==> src/rtl/burst_seq_pkg.sv <==
package burst_seq_pkg;
  localparam int unsigned BURST_BEATS = 4;
  localparam int unsigned IDX_W       = $clog2(BURST_BEATS);
  localparam int unsigned CNT_W       = IDX_W + 1;

  localparam logic [2:0] SZ_SUB   = 3'd0;
  localparam logic [2:0] SZ_ONE   = 3'd1;
  localparam logic [2:0] SZ_TWO   = 3'd2;
  localparam logic [2:0] SZ_THREE = 3'd3;
  localparam logic [2:0] SZ_FOUR  = 3'd4;

  typedef struct packed {
    logic             wr;
    logic [IDX_W-1:0] base;
    logic [CNT_W-1:0] nvalid;
  } burst_req_t;
endpackage

==> src/rtl/burst_req_check.sv <==
module burst_req_check
  import burst_seq_pkg::*;
(
  input  logic [IDX_W-1:0] offset_i,
  input  logic [2:0]       size_i,
  output logic             legal_o,
  output logic [CNT_W-1:0] nvalid_o
);
  logic             known;
  logic [CNT_W:0]   span;

  always_comb begin
    known    = 1'b1;
    nvalid_o = '0;
    unique case (size_i)
      SZ_SUB:   nvalid_o = CNT_W'(1);
      SZ_ONE:   nvalid_o = CNT_W'(1);
      SZ_TWO:   nvalid_o = CNT_W'(2);
      SZ_THREE: nvalid_o = CNT_W'(3);
      SZ_FOUR:  nvalid_o = CNT_W'(4);
      default:  known    = 1'b0;
    endcase
  end

  assign span    = (CNT_W+1)'(offset_i) + (CNT_W+1)'(nvalid_o);
  // sub-double-word fits in any beat; otherwise the transfer must not wrap
  assign legal_o = known && (span <= (CNT_W+1)'(BURST_BEATS));
endmodule

==> src/rtl/burst_beat_ctr.sv <==
module burst_beat_ctr
  import burst_seq_pkg::*;
(
  input  logic             clk_i,
  input  logic             rst_ni,
  input  logic             load_i,
  input  burst_req_t       req_i,
  output logic             active_o,
  output logic             last_o,
  output logic [IDX_W-1:0] cnt_o,
  output burst_req_t       req_o
);
  logic [IDX_W-1:0] cnt_q;
  logic             active_q;
  burst_req_t       req_q;

  assign last_o = active_q && (cnt_q == IDX_W'(BURST_BEATS-1));

  always_ff @(posedge clk_i or negedge rst_ni) begin
    if (!rst_ni) begin
      active_q <= 1'b0;
      cnt_q    <= '0;
      req_q    <= '0;
    end else if (load_i) begin
      active_q <= 1'b1;
      cnt_q    <= '0;
      req_q    <= req_i;
    end else if (active_q) begin
      if (last_o) active_q <= 1'b0;
      cnt_q <= cnt_q + IDX_W'(1);
    end
  end

  assign active_o = active_q;
  assign cnt_o    = cnt_q;
  assign req_o    = req_q;
endmodule

==> src/rtl/burst_beat_mask.sv <==
module burst_beat_mask
  import burst_seq_pkg::*;
#(
  parameter int unsigned DW_BYTES = 8
) (
  input  logic                active_i,
  input  logic [IDX_W-1:0]    cnt_i,
  input  burst_req_t          req_i,
  output logic [IDX_W-1:0]    idx_o,
  output logic                en_o,
  output logic [DW_BYTES-1:0] wstrb_o
);
  // critical word first, modulo burst length
  assign idx_o = req_i.base + cnt_i;
  assign en_o  = active_i && (CNT_W'(cnt_i) < req_i.nvalid);

  for (genvar b = 0; b < DW_BYTES; b++) begin : g_strb
    assign wstrb_o[b] = en_o & req_i.wr;
  end
endmodule

==> src/rtl/burst_beat_seq.sv <==
module burst_beat_seq
  import burst_seq_pkg::*;
#(
  parameter int unsigned DW_BYTES = 8
) (
  input  logic                clk_i,
  input  logic                rst_ni,
  input  logic                start_i,
  input  logic [1:0]          offset_i,
  input  logic [2:0]          size_i,
  input  logic                write_i,
  output logic                busy_o,
  output logic                beat_valid_o,
  output logic [1:0]          beat_idx_o,
  output logic                beat_en_o,
  output logic [DW_BYTES-1:0] wstrb_o,
  output logic                done_o,
  output logic                err_o
);
  logic             legal;
  logic [CNT_W-1:0] nvalid;
  logic             accept;
  logic             active;
  logic             last;
  logic [IDX_W-1:0] cnt;
  burst_req_t       req_new;
  burst_req_t       req_cur;
  logic             err_q;

  burst_req_check u_check (
    .offset_i (offset_i),
    .size_i   (size_i),
    .legal_o  (legal),
    .nvalid_o (nvalid)
  );

  assign accept  = start_i && !active;
  assign req_new = '{wr: write_i, base: offset_i, nvalid: nvalid};

  burst_beat_ctr u_ctr (
    .clk_i    (clk_i),
    .rst_ni   (rst_ni),
    .load_i   (accept && legal),
    .req_i    (req_new),
    .active_o (active),
    .last_o   (last),
    .cnt_o    (cnt),
    .req_o    (req_cur)
  );

  burst_beat_mask #(.DW_BYTES(DW_BYTES)) u_mask (
    .active_i (active),
    .cnt_i    (cnt),
    .req_i    (req_cur),
    .idx_o    (beat_idx_o),
    .en_o     (beat_en_o),
    .wstrb_o  (wstrb_o)
  );

  always_ff @(posedge clk_i or negedge rst_ni) begin
    if (!rst_ni) err_q <= 1'b0;
    else         err_q <= accept && !legal;
  end

  assign busy_o       = active;
  assign beat_valid_o = active;
  assign done_o       = last;
  assign err_o        = err_q;
endmodule

==> config.mk <==
export PLATFORM = sky130hd
export DESIGN_NAME = burst_beat_seq
export DESIGN_NICKNAME = d
export VERILOG_FILES = /design/src/rtl/burst_seq_pkg.sv /design/src/rtl/burst_req_check.sv /design/src/rtl/burst_beat_ctr.sv /design/src/rtl/burst_beat_mask.sv /design/src/rtl/burst_beat_seq.sv
export SDC_FILE = /design/constraint.sdc
export NUM_CORES = 1
export LEC_CHECK = 0
export ABC_CLOCK_PERIOD_IN_PS = 2130
export CELL_PAD_IN_SITES_DETAIL_PLACEMENT = 0
export CELL_PAD_IN_SITES_GLOBAL_PLACEMENT = 1
export CORE_MARGIN = 5
export CORE_UTILIZATION = 45
export CTS_BUF_LIST = sky130_fd_sc_hd__clkbuf_2
export CTS_CLUSTER_DIAMETER = 200
export CTS_CLUSTER_SIZE = 20
export DETAILED_ROUTE_END_ITERATION = 10
export DONT_BUFFER_PORTS = 1
export PLACE_DENSITY_LB_ADDON = 0.1
export SLEW_MARGIN = 30
export SYNTH_ARGS = -nofsm -noshare
export SYNTH_HDL_FRONTEND = slang
export SYNTH_SLANG_ARGS = --single-unit
==> constraint.sdc <==
create_clock -name clk_i -period 2.13 [get_ports clk_i]
set_clock_uncertainty 0.05 [all_clocks]
set_input_delay 0.639 -clock clk_i [delete_from_list [all_inputs] [get_ports clk_i]]
set_output_delay 0.639 -clock clk_i [all_outputs]
set_load 0.01 [all_outputs]
# After elaboration in Yosys (flattened, before gate mapping)
# Cells that the tools add are included.
# word_totals
reg_bits	10
input_bits	9
output_inout_bits	15
# op_classes
n_addsub	3
n_lt_le_gt_ge	2
n_eq_ne	5
n_mux	7
bitwise	1
reduce_logical	12
# ops
op	n
$pmux 3 s4	1
$eq 3x2->1 const B	2
$logic_and 1x1->1	6
$reduce_or 5->1	1
$add 2x3->4	1
$le 4x3->1 const B	1
$mux 1	4
$mux 2	2
$eq 3x1->1 const B	1
$eq 3x3->1 const B	1
$logic_not 3->1	1
$lt 2x3->1	1
$add 2x1->2 const B	1
$add 2x2->2	1
$eq 2x2->1 const B	1
$logic_not 1->1	2
$reduce_bool 2->1	1
$reduce_or 2->1	1
$and 1x1->1	1

# Depth between registers and ports, before layout
# logic_depth
word_depth	8
ltp_mapped	8
mapped_depth_nobuf	8

# Hierarchy
# A second synthesis with hierarchy kept.
# unflattened
cells_unflattened	63
hier_area_um2	700.7
# by_module_without_submodules
module	n_inst	cells_per_inst	area_per_inst_um2
burst_beat_ctr	1	24	384.1
burst_beat_mask	1	19	147.6
burst_req_check	1	16	115.1
burst_beat_seq	1	4	53.8

# Least setup slack after synthesis
# Ideal clock, no wire load.
# synth_path
kind	input to register
from	input port size_i[0]
to	register u_ctr.req_q (netlist bit u_ctr.req_o[3])
arrival_time_ps	2391
path_slack_ps	-436
path_stages	8
path_buffers	0
cell_sequence	inv_1 > a21oi_1 > ha_1 > inv_1 > fa_1 > xnor2_1 > a211oi_4 > mux2_2
# synth_via
elab_chain_len	7
elab_cells_between_ends	13
# synth_lines
element	line_no	source
start, declared	burst_beat_seq.sv:10	input logic [2:0] size_i,
$eq 3x1->1 or $logic_not 3->1 (tied branches)	burst_req_check.sv:15	unique case (size_i)
$reduce_or 2->1 (no source line)	--	
$pmux 3 s4 *	burst_req_check.sv:15	
net nvalid[0]	burst_beat_seq.sv:21	logic [CNT_W-1:0] nvalid;
$add 2x3->4 *	burst_req_check.sv:25	assign span = (CNT_W+1)'(offset_i) + (CNT_W+1)'(nvalid_o);
$le 4x3->1 *	burst_req_check.sv:27	assign legal_o = known && (span <= (CNT_W+1)'(BURST_BEATS));
$logic_and 1x1->1 *	burst_req_check.sv:27	
$logic_and 1x1->1 *	burst_beat_seq.sv:43	.load_i (accept && legal),
end signal, assigned	burst_beat_ctr.sv:27	req_q <= req_i;
end, declared	burst_beat_ctr.sv:15	burst_req_t req_q;
# The timed path passes the listed nets; every way through them passes the cells marked *.
# A chain may end at the register's enable or synchronous reset.

# Worst setup path in the final report
# layout_path
from	input port size_i[1]
to	register u_ctr.req_q (netlist bit u_ctr.req_o[4])
# layout_via
elab_chain_len	7
elab_cells_between_ends	13
# layout_lines
element	line_no
$eq 3x1->1 or $logic_not 3->1 (tied branches)	burst_req_check.sv:15
$reduce_or 2->1 (no source line)	--
$pmux 3 s4	burst_req_check.sv:15
$add 2x3->4	burst_req_check.sv:25
$le 4x3->1	burst_req_check.sv:27
$logic_and 1x1->1 *	burst_req_check.sv:27
$logic_and 1x1->1 *	burst_beat_seq.sv:43
# Mark *: on every way between the ends. The rest lies on a longest branch, timed or not.

==> metrics <==
Placed Cells incl. Taps 83; Vias roughly 480; DR iter-0 viols 3; CP startpoint size_i[1]; Post-synth top cells 10 x dfrtp_1, 8 x buf_4, 8 x inv_1; worst-path cell chain a21oi_4, ha_4, inv_2, fa_1, nand2b_1, a211oi_4, mux2_4; fmax about 450 MHz; Die Height 48.7 µm; full die area between 0.002 and 0.0025 mm²; setup TNS -0.443 ns; DR vias/cell between 5 and 6; Final ANT Viol Nets 0; WP depth 7; H-tree levels 1; flops & latches, synth 10; Total Routed Length 1490 µm; ant diodes 0; CP arrival 2.29 ns; CP max stage cell fa_1; sequential area share after synthesis ~37%; fill count 131; Non-Filler Instances 93; fin crit share 104%; CTS tree built; total iterations of the first detailed-routing run 2; worst r2r dst u_ctr.req_o[4]; Core Util, Final between 60% and 70%; worst path buffer plus inverter count 1; cell count of the worst reg-to-reg path 3; DRC errors left 0; worst setup margin -0.0820 ns; # rows 14; MaxCap Viol Count 0; CP Capture Type flop; power density cells roughly 1300 mW/mm²; io pins 24; cell count after synthesis between 60 and 70; Largest stage delay, worst path between 0.4 and 0.5 ns; initial core utilization 46.3%; Reg clk slew, reported paths ~0.09 ns; Port-buffer cells 0; Rel. slew slack 77.3%; CTS Sinks 10; syn_area_per_cell 10.5 µm²; Synth async-reset ratio between 90% and 100%; largest net degree at the start of global routing 11; Post-synth EDFFs 0; Slew Viols, Final 0; Multi-input gate area about 430 µm²; top post-synthesis cells by area dfrtp_1 37%, ha_1 9.3%, buf_4 8.9%; Nets 94; ys flop type dfrtp_1; FF/Latch Area 250 µm²; failing checks setup timing; RSZ-0062 raised after global routing true; global-route wire length before repair 2500 µm; GP Congestion approximately 0.75; Clock Latency Late Sink 0.24 ns; Critical Path Fanout Max 4; RR Startpoint u_ctr.active_o; flop-to-flop setup slack around 0.63 ns; Hold Path Class in -> async; Max rail drop VDD between 400 and 500 µV; Netlist cell types 21; most area-hungry cell type in the Yosys netlist dfrtp_1; clk root buf clkbuf_2; die width 48.7 µm; Pleak 0.409 nW; initial antenna violation count 0; proportion of layout cells with a drive suffix above 1 50.6%; core footprint approximately 0.0015 mm²; Congestion Overflow GR 0; Yosys warning count 0; share of the synthesized area in the top cell type 37.2%; synthesized net count 79; most common cell in the synthesized netlist dfrtp_1; CTS buffer count 3; GR Util All Layers around 14%; startpoint types input port; crit-path leading delay family adder cells; worst-case clock buffer depth 2; clock period minus worst slack around 2.2 ns; vias in the first global route 560; Synth-to-Final Area Change 34.0%; Crit Path Class in -> reg; Critical Path RT approximately 2.2 ns; wire length per cell about 16 µm; Hold Fails Final Rpt 0; slew at the pin with the worst max-slew slack between 0.3 and 0.4 ns; final setup fails 15; critical path endpoint u_ctr.req_o[4]; Mapped Area 673 µm²; outcome complete, but fails checks; HPWL after detailed placement 1160 µm
routing by layer:
metal / share of wire [%] / vias up / track usage (%)
met4: 1.6 / 0 / 6.28
met1: 36 / 228 / 13.0
met5: 0 / - / 0
met3: 4.6 / 4 / 3.99
met2: 58 / 12 / 25.9
li1: - / 231 / -
worst min path at each step:
stage,startpoint,end,slack (ns)
finish,rst_ni,u_ctr.cnt_o[0],0.04
CTS,rst_ni,u_ctr.active_o,0.02
global placement,rst_ni,u_ctr.cnt_o[0],0.29
detailed placement,rst_ni,u_ctr.cnt_o[0],0.29
floorplan,rst_ni,err_o,0.29
global route,rst_ni,u_ctr.cnt_o[1],0.006
worst reg2reg max path: stages (launching register included):
cell      delay (ns)
dfrtp_1         0.42
nand2b_1        0.25
a211oi_4        0.34
mux2_4          0.33
flip-flops by register name, indices dropped and copies added (netlist names):
signal,flops
u_ctr.req_o,6
u_ctr.cnt_o,2
err_o,1
u_ctr.active_o,1
through the flow:
| step | worst slack (ns) | total power, mW | hold WS [ns] | instance area [µm²] |
|---|---|---|---|---|
| after CTS | -0.0546 | 1.14 | 0.0162 | 833 |
| after global placement | -0.345 | 0.919 | 0.294 | 762 |
| final | -0.0820 | 1.15 | 0.0358 | 902 |
| after floorplan | -0.384 | 0.858 | 0.293 | 707 |
| after detailed placement | -0.394 | 0.941 | 0.294 | 762 |
| after global routing | -0.127 | 1.25 | 0.00634 | 902 |
layout make-up:
class | count | share of cell area [%]
Timing Repair Buffer | 18 | 17.1
Clock buffer | 3 | 1.66
Inverter | 8 | 4.16
Multi-Input combinational cell | 38 | 47.2
Tap cell | 16 | 2.22
Sequential cell | 10 | 27.7
kinds of logic after synthesis:
logic type	Yosys count	share of synthesized area, %
buffers and inverters	16	13.4
DFF	10	37.2
adders and majority gates	6	12.3
xor gates and xnor gates	4	5.20
AOI/OAI and AO/OA	12	15.1
muxes	4	6.51
and+or+nand+nor	12	10.4
repair_timing:
item / CTS / global route
buffers inserted: 3 / 3
setup endpoints to repair: 16 / 18
resized for setup: 7 / 5
hold buffers: 0 / 1
pin swaps: 5 / 3
hold endpoints to repair: 0 / 5
where the power goes:
part           total [mW]  internal (mW)  switching, mW
Combinational       0.702          0.372          0.330
Clock              0.0968         0.0384         0.0583
Sequential          0.351          0.280         0.0712
Total                1.15          0.690          0.460
layout by cell type, fill, tap and decap left out:
cell type,Yosys,final
buf_4,8,15
dfrtp_1,10,10
inv_1,8,4
inv_2,0,3
xnor2_1,4,3
nand2b_1,3,3
nor2_1,4,3
mux2_4,0,3
ha_4,0,3
clkbuf_2,0,3
a21oi_1,5,2
a21oi_2,0,2
o2bb2ai_1,2,2
ha_1,5,2
nand2_1,1,1
nor3b_2,1,1
xnor2_2,0,1
a2111oi_4,0,1
nor2_2,0,1
and2_1,2,1
a211oi_4,1,1
a21o_1,1,1
inv_8,0,1
a21oi_4,0,1
o21a_1,1,1
and2_4,0,1
or2b_1,1,1
a2bb2oi_1,1,1
mux2i_1,1,1
fa_1,1,1
dlygate4sd3_1,0,1
buf_12,0,1
buf_6,0,1
Note: power is estimated with default switching activity, not from simulation.
